==> src/rtl/aux_pkg.sv <==
package aux_pkg;
    typedef enum logic [1:0] {
        ST_IDLE   = 2'd0,
        ST_ISSUE  = 2'd1,
        ST_WAIT   = 2'd2,
        ST_FINISH = 2'd3
    } aux_state_e;

    localparam logic [3:0] RA_ADDR  = 4'd0;
    localparam logic [3:0] RA_CTRL  = 4'd1;
    localparam logic [3:0] RA_STAT  = 4'd2;
    localparam logic [3:0] RA_INTEN = 4'd3;
    localparam logic [3:0] RA_INTST = 4'd4;
    localparam logic [3:0] RA_TMO   = 4'd5;

    localparam logic [3:0] CMD_ADDR_ONLY = 4'h8;
    localparam int         GO_BIT        = 16;
    localparam int         NUM_INT       = 4;
endpackage

==> src/rtl/aux_fsm.sv <==
module aux_fsm
    import aux_pkg::*;
#(
    parameter int TMO_W = 16
) (
    input  logic             clk,
    input  logic             rst_n,
    input  logic             start,
    input  logic             req_ready,
    input  logic             rsp_valid,
    input  logic [TMO_W-1:0] tmo,
    output aux_state_e       state,
    output logic             req_valid,
    output logic             capture,
    output logic             expire,
    output logic             finish,
    output logic             busy,
    output logic [TMO_W-1:0] tmr
);
    aux_state_e       state_q, state_d;
    logic [TMO_W-1:0] tmr_q;
    logic             stall;
    logic             at_lim;

    always_comb begin
        stall  = (state_q == ST_ISSUE && !req_ready) ||
                 (state_q == ST_WAIT && !rsp_valid);
        at_lim = (tmr_q == tmo);
    end

    always_comb begin
        state_d = state_q;
        unique case (state_q)
            ST_IDLE:   if (start) state_d = ST_ISSUE;
            ST_ISSUE:  if (req_ready) state_d = ST_WAIT;
                       else if (at_lim) state_d = ST_FINISH;
            ST_WAIT:   if (rsp_valid || at_lim) state_d = ST_FINISH;
            ST_FINISH: state_d = ST_IDLE;
            default:   state_d = ST_IDLE;
        endcase
    end

    always_ff @(posedge clk or negedge rst_n) begin
        if (!rst_n) begin
            state_q <= ST_IDLE;
            tmr_q   <= '0;
        end else begin
            state_q <= state_d;
            if (state_q == ST_IDLE && start)
                tmr_q <= '0;
            else if (stall && !at_lim)
                tmr_q <= tmr_q + 1'b1;
        end
    end

    always_comb begin
        state     = state_q;
        tmr       = tmr_q;
        req_valid = (state_q == ST_ISSUE);
        capture   = (state_q == ST_WAIT) && rsp_valid;
        expire    = stall && at_lim;
        finish    = (state_q == ST_FINISH);
        busy      = (state_q != ST_IDLE);
    end
endmodule

==> src/rtl/aux_irq.sv <==
module aux_irq #(
    parameter int N = 4
) (
    input  logic         clk,
    input  logic         rst_n,
    input  logic [N-1:0] set,
    input  logic [N-1:0] clr,
    input  logic [N-1:0] en,
    output logic [N-1:0] status,
    output logic         irq
);
    logic [N-1:0] st_q;

    for (genvar i = 0; i < N; i++) begin : g_bit
        always_ff @(posedge clk or negedge rst_n) begin
            if (!rst_n) st_q[i] <= 1'b0;
            else        st_q[i] <= set[i] | (st_q[i] & ~clr[i]);
        end
    end

    assign status = st_q;
    assign irq    = |(st_q & en);
endmodule

==> src/rtl/aux_buf.sv <==
module aux_buf #(
    parameter int NWORDS = 4,
    localparam int IDX_W  = $clog2(NWORDS),
    localparam int DATA_W = NWORDS * 32
) (
    input  logic              clk,
    input  logic              rst_n,
    input  logic              tx_we,
    input  logic [IDX_W-1:0]  tx_idx,
    input  logic [31:0]       wdata,
    input  logic              rx_cap,
    input  logic [DATA_W-1:0] rx_in,
    output logic [DATA_W-1:0] tx_flat,
    output logic [DATA_W-1:0] rx_flat
);
    for (genvar w = 0; w < NWORDS; w++) begin : g_word
        always_ff @(posedge clk or negedge rst_n) begin
            if (!rst_n) begin
                tx_flat[w*32 +: 32] <= '0;
                rx_flat[w*32 +: 32] <= '0;
            end else begin
                if (tx_we && tx_idx == IDX_W'(w))
                    tx_flat[w*32 +: 32] <= wdata;
                if (rx_cap)
                    rx_flat[w*32 +: 32] <= rx_in[w*32 +: 32];
            end
        end
    end
endmodule

==> src/rtl/auxch_ctrl.sv <==
module auxch_ctrl
    import aux_pkg::*;
#(
    parameter int              ADDR_W  = 20,
    parameter int              NWORDS  = 4,
    parameter int              TMO_W   = 16,
    parameter logic [TMO_W-1:0] TMO_RST = 16'd1000,
    localparam int NBYTES = NWORDS * 4,
    localparam int DATA_W = NWORDS * 32,
    localparam int CNT_W  = $clog2(NBYTES + 1),
    localparam int LEN_W  = $clog2(NBYTES),
    localparam int IDX_W  = $clog2(NWORDS)
) (
    input  logic              clk,
    input  logic              rst_n,
    input  logic              reg_wr,
    input  logic [3:0]        reg_waddr,
    input  logic [31:0]       reg_wdata,
    input  logic [3:0]        reg_raddr,
    output logic [31:0]       reg_rdata,
    output logic              irq,
    output logic              lnk_req_valid,
    input  logic              lnk_req_ready,
    output logic [3:0]        lnk_cmd,
    output logic [ADDR_W-1:0] lnk_addr,
    output logic [CNT_W-1:0]  lnk_len,
    output logic [DATA_W-1:0] lnk_tx_data,
    input  logic              lnk_rsp_valid,
    input  logic [3:0]        lnk_rsp_type,
    input  logic [CNT_W-1:0]  lnk_rsp_count,
    input  logic [2:0]        lnk_rsp_err,
    input  logic [DATA_W-1:0] lnk_rsp_data,
    input  logic              hpd_level,
    input  logic              plug_evt,
    input  logic              unplug_evt,
    input  logic              sink_irq_evt
);
    aux_state_e        fsm_state;
    logic              busy, capture, expire, finish, start;
    logic [TMO_W-1:0]  tmr, tmo_q;
    logic [ADDR_W-1:0] addr_q;
    logic [LEN_W-1:0]  lenm1_q;
    logic [3:0]        cmd_q, type_q, err_q, err_clr;
    logic [CNT_W-1:0]  cnt_q;
    logic              go_q;
    logic [NUM_INT-1:0] int_en_q, int_st, int_set, int_clr;
    logic [DATA_W-1:0] rx_flat;
    logic              wr_cfg;

    always_comb begin
        wr_cfg  = reg_wr && !busy;
        start   = wr_cfg && reg_waddr == RA_CTRL && reg_wdata[GO_BIT];
        err_clr = (reg_wr && reg_waddr == RA_STAT) ? reg_wdata[11:8] : 4'h0;
        int_clr = (reg_wr && reg_waddr == RA_INTST) ? reg_wdata[NUM_INT-1:0] : '0;
        int_set = {sink_irq_evt, unplug_evt, plug_evt, finish};
    end

    aux_fsm #(.TMO_W(TMO_W)) u_fsm (
        .clk(clk), .rst_n(rst_n), .start(start),
        .req_ready(lnk_req_ready), .rsp_valid(lnk_rsp_valid), .tmo(tmo_q),
        .state(fsm_state), .req_valid(lnk_req_valid), .capture(capture),
        .expire(expire), .finish(finish), .busy(busy), .tmr(tmr)
    );

    aux_irq #(.N(NUM_INT)) u_irq (
        .clk(clk), .rst_n(rst_n), .set(int_set), .clr(int_clr),
        .en(int_en_q), .status(int_st), .irq(irq)
    );

    aux_buf #(.NWORDS(NWORDS)) u_buf (
        .clk(clk), .rst_n(rst_n),
        .tx_we(reg_wr && reg_waddr[3:2] == 2'b10),
        .tx_idx(reg_waddr[IDX_W-1:0]), .wdata(reg_wdata),
        .rx_cap(capture), .rx_in(lnk_rsp_data),
        .tx_flat(lnk_tx_data), .rx_flat(rx_flat)
    );

    always_ff @(posedge clk or negedge rst_n) begin
        if (!rst_n) begin
            addr_q   <= '0;
            lenm1_q  <= '0;
            cmd_q    <= '0;
            go_q     <= 1'b0;
            tmo_q    <= TMO_RST;
            int_en_q <= '0;
            cnt_q    <= '0;
            type_q   <= '0;
            err_q    <= '0;
        end else begin
            if (wr_cfg && reg_waddr == RA_ADDR) addr_q <= reg_wdata[ADDR_W-1:0];
            if (wr_cfg && reg_waddr == RA_CTRL) begin
                lenm1_q <= reg_wdata[LEN_W-1:0];
                cmd_q   <= reg_wdata[11:8];
            end
            if (wr_cfg && reg_waddr == RA_TMO) tmo_q <= reg_wdata[TMO_W-1:0];
            if (reg_wr && reg_waddr == RA_INTEN) int_en_q <= reg_wdata[NUM_INT-1:0];
            if (start)       go_q <= 1'b1;
            else if (finish) go_q <= 1'b0;
            if (capture) begin
                cnt_q  <= lnk_rsp_count;
                type_q <= lnk_rsp_type;
            end else if (expire) begin
                cnt_q  <= '0;
            end
            err_q <= (err_q & ~err_clr) |
                     {capture ? lnk_rsp_err : 3'b000, expire};
        end
    end

    always_comb begin
        lnk_cmd  = cmd_q;
        lnk_addr = addr_q;
        lnk_len  = (cmd_q == CMD_ADDR_ONLY) ? '0 : CNT_W'(lenm1_q) + 1'b1;
    end

    always_comb begin
        reg_rdata = '0;
        unique case (reg_raddr)
            RA_ADDR:  reg_rdata = 32'(addr_q);
            RA_CTRL:  begin
                reg_rdata[LEN_W-1:0] = lenm1_q;
                reg_rdata[11:8]      = cmd_q;
                reg_rdata[GO_BIT]    = go_q;
                reg_rdata[GO_BIT+1]  = busy;
            end
            RA_STAT:  begin
                reg_rdata[CNT_W-1:0] = cnt_q;
                reg_rdata[11:8]      = err_q;
                reg_rdata[19:16]     = type_q;
                reg_rdata[28]        = hpd_level;
            end
            RA_INTEN: reg_rdata = 32'(int_en_q);
            RA_INTST: reg_rdata = 32'(int_st);
            RA_TMO:   reg_rdata = 32'(tmo_q);
            4'd8, 4'd9, 4'd10, 4'd11:
                reg_rdata = lnk_tx_data[reg_raddr[IDX_W-1:0]*32 +: 32];
            4'd12, 4'd13, 4'd14, 4'd15:
                reg_rdata = rx_flat[reg_raddr[IDX_W-1:0]*32 +: 32];
            default:  reg_rdata = '0;
        endcase
    end
endmodule

==> config.mk <==
export PLATFORM = sky130hd
export DESIGN_NAME = auxch_ctrl
export DESIGN_NICKNAME = d
export VERILOG_FILES = /design/src/rtl/aux_pkg.sv /design/src/rtl/aux_fsm.sv /design/src/rtl/aux_irq.sv /design/src/rtl/aux_buf.sv /design/src/rtl/auxch_ctrl.sv
export SDC_FILE = /design/constraint.sdc
export NUM_CORES = 1
export LEC_CHECK = 0
export BUFFER_PORTS_ARGS = -buffer_cell sky130_fd_sc_hd__buf_4
export CORE_MARGIN = 2
export CORE_UTILIZATION = 60
export CTS_BUF_LIST = sky130_fd_sc_hd__clkbuf_4 sky130_fd_sc_hd__clkbuf_8
export DETAILED_ROUTE_END_ITERATION = 12
export PLACE_DENSITY = 0.88
export SLEW_MARGIN = 20
export SYNTH_ARGS = -nofsm -noshare
export SYNTH_HDL_FRONTEND = slang
export SYNTH_SLANG_ARGS = --single-unit
==> constraint.sdc <==
create_clock -name clk -period 6.85 [get_ports clk]
set_clock_uncertainty 0.1 [all_clocks]
set_input_delay 1.37 -clock clk [delete_from_list [all_inputs] [get_ports clk]]
set_output_delay 1.37 -clock clk [all_outputs]
set_load 0.1 [all_outputs]
Word level (Yosys, flattened, before mapping)
Index checks and enable logic that the tools add are counted.
- bitwise logic cells: 16
- mux-type cells: 25
- shift operators: 2
- add/sub/neg operators: 2
- eq/ne operators: 30
- reduce and logical (&&, ||, !) cells: 37
- operators by type and width (cell ; number):
    128-bit by 8-bit indexed part select with 32-bit output ; 2
    4-bit == test (second input constant) ; 9
    16-bit two-way mux ; 2
    4-bit one-hot mux with 8 select lines ; 1
    4-bit one-hot mux with 6 select lines ; 1
    1-bit logical AND ; 19
    16-bit by 1-bit adder with 16-bit output (second input constant) ; 1
    16-bit == test ; 1
    4-bit by 2-bit == test with 1-bit output (second input constant) ; 4
    4-bit by 3-bit == test with 1-bit output (second input constant) ; 4
    2-bit one-hot mux with 4 select lines ; 2
    4-bit one-hot mux with 4 select lines ; 1
    8-bit one-hot mux with 2 select lines ; 1
    5-bit two-way mux ; 3
    3-bit one-hot mux with 4 select lines ; 1
    4-bit OR reduction ; 3
    2-bit == test (second input constant) ; 5
    2-bit one-hot mux with 5 select lines ; 1
    4-bit AND ; 2
    4-bit by 1-bit == test with 1-bit output (second input constant) ; 2
    4-bit zero test ; 2
    2-bit two-way mux ; 4
    4-bit two-way mux ; 2
    2-bit nonzero test ; 4
    other kinds (18) ; 35
- logic and storage cells: 135
- input port bits: 189
- output and inout bits: 191
- register bits: 340

Longest topological paths before layout
Gate-level depths: netlist (run 1).
- depth in word-level cells: 7
- gate-level depth with buffers: 8
- gate-level depth less buffers: 7

By module
A second synthesis (run 1) with hierarchy kept.
- cells, all modules: 1095
- area, all modules: 15869.0 sq um
- by module, submodules not included (module ; instances ; sequential area each (sq um) ; cells each ; area each (sq um)):
    aux_buf ; 1 ; 6406.1 ; 542 ; 9457.8
    auxch_ctrl ; 1 ; 1559.0 ; 392 ; 4992.3
    aux_fsm ; 1 ; 450.4 ; 146 ; 1253.7
    aux_irq ; 1 ; 100.1 ; 15 ; 165.2

Worst setup path after synthesis (run 1)
Ideal clock, no wire load.
- path kind: input-to-output
- start: in reg_raddr[0]
- end: out reg_rdata[3]
- data arrival time: 5.575 ns
- path buffers: 3
- cell stages on the path: 6
- setup slack: -0.195 ns
- cell sequence: buf_4 > buf_6 > buf_2 > nor3b_1 > a31oi_1 > o311ai_0
- cells in the longest elaborated chain, start to end: 3
- ends and longest elaborated chain (what ; RTL line ; text):
    start, declared ; auxch_ctrl.sv:19 ; input logic [3:0] reg_raddr,
    parallel branches: the longest is 2 deep, another holds 128-bit by 8-bit indexed part select with 32-bit output ; -- ;
    4-bit one-hot mux with 8 select lines * ; auxch_ctrl.sv:118 ; unique case (reg_raddr)
    end, declared ; auxch_ctrl.sv:20 ; output logic [31:0] reg_rdata,
Mark *: on every way between the ends.

Final worst setup path (run 1)
- start: in reg_raddr[1]
- end: out reg_rdata[13]
- cells in the longest elaborated chain, start to end: 3
- ends and longest elaborated chain (what ; RTL line):
    parallel branches: the longest is 2 deep, another holds 128-bit by 8-bit indexed part select with 32-bit output ; --
    4-bit one-hot mux with 4 select lines * ; auxch_ctrl.sv:118
Marks and branches as above.

==> qor.txt, run 1 <==
status: finished clean
leakage power: 9.98 nW
drt wl/cell: 23.2 µm
gpl congestion: 0.934
H-tree levels: 2
HP Class: flop to flop
number of synthesized flops with an enable pin: 0
Worst-path clk slew: 60 ps
via count: 13300
synth warn: 0
# IOs: 380
CTS sink cnt: 340
first-pass GRT wire length: 78200 µm
final net count: 1976
RSZ-0062 raised after global routing: false
post-place instance area: 19000 µm²
CP max stage delay: 570 ps
average vias per placed instance: 6.14
grt ovf: 0
PostCTS Resize Cnt: 0
CTS buffer count: 56
CP delay by family, top: buffers and inverters
clk root buf: clkbuf_8
Yosys top cell area share: 0.524
Power, Total: 9.92 mW
Hold Buf Count CTS: 0
worst-skew pair later-pin latency: 590 ps
Most used DFF post-synth: dfrtp_1
# DRC: 0
Fill cells: 1552
1st-iter DRT viols: 1485
Setup CP Type: primary input to primary output
critical path arrival: 3870 ps
First-pass DRT Iterations: 7
WP buf/inv: 4
Synth top cells by count: nand2_1, dfrtp_1, mux2_2
Seq/Total Area, Yosys: 0.534
Max IR drop VDD: 0.000569 V
core area: 26100 µm²
synth unique cells: 60
post-synth top area cell: dfrtp_1
async set-reset flop share out of synthesis: 1.00
chip height: 167 µm
Cells after Synth: 1412
Max Cap Violations: 0
most common cell in the netlist: nand2_1
Final Instance Area: 20300 µm²
row count: 59
layout cell share with drive strength beyond 1: 0.421
most used cell, CP: buf_4
Final Hold Viols: 0
largest net degree at the start of global routing: 114
initial antenna violation count: 4
Data required, critical path: 5380 ps
Synth-to-Final Area Change: 27.1%
Fin Setup TNS: 0 ps
Setup-failing EPs final: 0
critical-path maximum fanout: 46
Synthesized Nets: 1607
synthesized area per cell: 11.3 µm²
Setup Fix Bufs, Post-CTS: 0
Synth area leaders: dfrtp_1, mux2_2, nand2_1
CP endpoint kind: primary output
Rel. slew slack: 0.219
die footprint: 27900 µm²
Worst setup SP type: primary input
initial core utilization: 0.612
total wire length: 50100 µm
DRT antenna net count: 0
Slew Viols, Final: 0
port bufs: 379
worst-path cell chain: buf_4 -> buf_4 -> mux4_2 -> nand2_1 -> nand2_1 -> a222oi_1 -> inv_1 -> buf_4
CTS tree: done
Tightest Pin Transition: 1170 ps
DPL Wire Length: 34100 µm
r2r setup slk: 3800 ps
crit path time final: 5340 ps
die width: 167 µm
vias in the first global route: 13900
Crit-path slowest cell: buf_4
pwr dens: 489 nW/µm²
maximum buffer depth of the clock tree: 3
Yosys reg bits: 340
period utilisation layout: 0.780
Tot GR Track Use: 0.362
Achievable Freq: 0.187 GHz
Post-Syn Area: 15900 µm²
## metrics by stage
| stage | setup slack (ps) | utilization | cells | hold slack, ps |
|---|---|---|---|---|
| 3_5_place_dp | 1410 | 0.729 | 2058 | 357 |
| 5_1_grt | 1430 | 0.778 | 2160 | 393 |
| 4_1_cts | 1400 | 0.778 | 2160 | 371 |
| 2_1_floorplan | 844 | - | 1412 | 340 |
| 6_report | 1510 | 0.778 | 2162 | 375 |
| 3_3_place_gp | 1430 | 0.729 | 2058 | 352 |
## worst reg2reg max path, stage by stage, from the launching register on
cell,delay [ps]
dfrtp_1,430
inv_1,110
ha_1,310
nand4b_1,230
nor3_4,520
and2_0,840
o22ai_1,200
o211ai_1,220
## sequential cells by signal, summed over array words and instances (netlist names)
name,cells
lnk_addr,20
err_q,4
u_buf.tx_flat,128
u_buf.rx_flat,128
u_fsm.tmr,16
type_q,4
cnt_q,5
go_q,1
u_fsm.state,2
int_en_q,4
u_irq.status,4
tmo_q,16
lnk_cmd,4
lenm1_q,4
## power breakdown
| part | internal, mW | total, mW | leakage [nW] | switching [mW] |
|---|---|---|---|---|
| combinational | 1.26 | 4.66 | 5.10 | 3.41 |
| clock | 1.13 | 1.96 | 0.673 | 0.829 |
| sequential | 2.74 | 3.30 | 4.21 | 0.561 |
## worst paths after layout
| path | from | endpoint | cells past startpoint |
|---|---|---|---|
| max in group asynchronous | rst_n | u_buf.tx_flat[66]$_DFFE_PN0P_ | 2 |
| setup / recovery | reg_raddr[1] | reg_rdata[13] | 8 |
| min in group asynchronous | rst_n | u_buf.tx_flat[9]$_DFFE_PN0P_ | 1 |
| hold reg to reg | u_buf.rx_flat[55]$_DFFE_PN0P_ | u_buf.rx_flat[55]$_DFFE_PN0P_ | 2 |
| hold / removal | u_buf.rx_flat[55]$_DFFE_PN0P_ | u_buf.rx_flat[55]$_DFFE_PN0P_ | 2 |
| setup reg to reg | u_fsm.state[0]$_DFFE_PN0P_ | u_fsm.state[0]$_DFFE_PN0P_ | 7 |
## per-layer routing
layer / global-route usage / wire length (µm)
met5: 0 / 27
met4: 0.180 / 2770
met3: 0.0979 / 5150
met2: 0.574 / 24000
met1: 0.464 / 18200
## cells by family (layout without fill, tap and decap cells)
logic type,Yosys count,in the layout,share of synthesized area
compound gates,92,92,0.0418
xor+xnor,18,18,0.00989
fa+ha+maj,6,6,0.00471
buf+inv,100,513,0.0287
flops,340,340,0.534
mux,250,250,0.221
other cells,0,2,0
simple gates,606,606,0.160
## layout by cell type, fill, tap and decap left out, drive strengths merged, types with 10 or more instances in the layout
master	n
a21boi	11
dfrtp	334
mux4	64
or3	11
clkbuf	94
a222oi	17
o21ai	20
mux2	180
nand3	13
nand4	10
xnor2	17
a21oi	13
nand2	514
inv	15
buf	397
nor2	11
## cell type report
cell class | count | area, µm² | share of cell area
clock buffer | 94 | 1190 | 0.0589
antenna | 2 | 5.00 | 0.000247
multi-input combinational | 972 | 7020 | 0.346
timing repair buffer | 397 | 3000 | 0.148
inverter | 14 | 52.6 | 0.00259
clock inverter | 8 | 71.3 | 0.00352
tap | 335 | 419 | 0.0207
sequential | 340 | 8520 | 0.420
No activity file was read; power rests on OpenSTA's default activity.
==> inputs of run 2 (changes only) <==
Settings changed: CORE_UTILIZATION 60 to 50, PLACE_DENSITY 0.88 to 0.78.
Clock period 6.85 ns to 4.6 ns, I/O delays scaled along.
==> run 2 against run 1 <==
Net effect: count of clock-buffer cells in the layout fell by 5; first-iteration DRC count fell by 23%; sequential share of layout area fell by 0.35 points; setup slack got worse by 980 ps; routed wire length barely moved; global-route usage fell by 6.0 points; total power rose by 47%; critical path depth did not move; sequential power rose by 48%; critical path type unchanged; largest cell class unchanged.
==> qor.txt, run 2 (synthesized netlist as in run 1, its figures left out) <==
leakage power: 10.1 nW
DPL Wire Length: 36000 µm
hold_ws: 248 ps
Crit-path slowest cell: mux4_2
CTS tree: done
worst-skew pair later-pin latency: 590 ps
Worst-path clk slew: 60 ps
clk root buf: clkbuf_8
Tot GR Track Use: 0.302
1st-iter DRT viols: 1144
Setup-failing EPs final: 0
final net count: 1988
CTS buffer count: 56
First-pass DRT Iterations: 7
H-tree levels: 2
average vias per placed instance: 5.72
row count: 65
Rel. slew slack: 0.259
Worst setup SP type: primary input
commonest cells after routing, fill and taps aside: nand2_1, buf_4, dfrtp_1, mux2_2, clkbuf_8
drt wl/cell: 22.4 µm
CP max stage delay: 510 ps
diode count: 0
total wire length: 50100 µm
Fin Setup TNS: 0 ps
Slew Viols, Final: 0
PostCTS Resize Cnt: 0
critical-path maximum fanout: 47
post-layout util: 0.649
largest net degree at the start of global routing: 99
port bufs: 379
layout cell share with drive strength beyond 1: 0.425
final worst slack: 531 ps
initial antenna violation count: 2
critical path arrival: 3050 ps
chip height: 183 µm
die footprint: 33300 µm²
status: finished clean
RSZ-0062 raised after global routing: false
Setup CP Type: primary input to primary output
r2r setup slk: 1630 ps
Max IR drop VDD: 0.000453 V
worst-path cell chain: buf_6 -> buf_4 -> mux4_2 -> nand2_1 -> nand2_1 -> a222oi_1 -> inv_1 -> buf_4
first-pass GRT wire length: 76700 µm
Tightest Pin Transition: 1110 ps
Final Hold Viols: 0
die width: 183 µm
CP endpoint kind: primary output
gpl congestion: 0.925
vias in the first global route: 13200
CTS sink cnt: 340
# DRC: 0
core area: 31500 µm²
HP Class: primary input to asynchronous set/reset pin
# IOs: 380
grt ovf: 0
Power, Total: 14.6 mW
Setup Fix Bufs, Post-CTS: 0
Achievable Freq: 0.246 GHz
Synth-to-Final Area Change: 28.2%
pwr dens: 714 nW/µm²
Data required, critical path: 3580 ps
Hold Buf Count CTS: 0
leading cell type in the layout, fill and taps excluded: nand2_1
DRT antenna net count: 0
period utilisation layout: 0.885
Max Cap Violations: 0
via count: 12800
maximum buffer depth of the clock tree: 3
crit path time final: 4070 ps
pre-CTS setup slack: 488 ps
initial core utilization: 0.507
==> run 2: cell types whose count changed in the layout (fill, tap and decap cells not counted), sizes merged <==
cell,previous run,this run
clkinvlp,1,0
diode,2,0
buf,397,409
clkinv,5,11
clkbuf,94,89
==> run 2: path summary, 6_finish.rpt <==
kind / cells past startpoint / start / endpoint
setup / recovery: 8 / reg_raddr[0] / reg_rdata[5]
hold / removal: 1 / rst_n / u_buf.tx_flat[8]$_DFFE_PN0P_
setup reg to reg: 7 / u_fsm.state[0]$_DFFE_PN0P_ / u_fsm.state[0]$_DFFE_PN0P_
hold reg to reg: 2 / u_buf.rx_flat[87]$_DFFE_PN0P_ / u_buf.rx_flat[87]$_DFFE_PN0P_
max in group asynchronous: 2 / rst_n / lnk_addr[19]$_DFFE_PN0P_
min in group clk: 2 / u_buf.rx_flat[87]$_DFFE_PN0P_ / u_buf.rx_flat[87]$_DFFE_PN0P_
==> run 2: final cells by class <==
class / instances / area (µm²)
Clock buffer: 89 / 1110
Clock inverter: 13 / 93.8
Fill cell: 2442 / 11000
Inverter: 14 / 52.6
Multi-Input combinational cell: 972 / 7030
Sequential cell: 340 / 8520
Tap cell: 402 / 503
Timing Repair Buffer: 409 / 3140
==> run 2: metrics by stage <==
step | instances | cell area [µm²]
floorplan | 1412 | 15900
global placement | 2136 | 19200
detailed placement | 2137 | 19200
CTS | 2239 | 20400
global route | 2239 | 20400
finish | 2239 | 20400
==> run 2: worst max-delay path: cells and delay by family <==
| family | cells | cell delay [ps] |
|---|---|---|
| AOI/OAI and AO/OA | 1 | 310 |
| buffers and inverters | 4 | 1140 |
| muxes | 1 | 510 |
| and+or+nand+nor | 2 | 130 |
==> run 2: metal layers <==
metal,global-route usage,vias to the layer above,wire (µm)
met2,0.482,576,23700
met5,0,-,25
li1,-,5660,-
met1,0.393,6410,20000
met3,0.0746,150,3930
met4,0.136,4,2390
==> run 2: where the power goes <==
part           total, mW  internal, mW  switching, mW
clock network       2.81          1.59           1.23
logic               6.90          1.89           5.00
registers           4.89          4.08          0.812
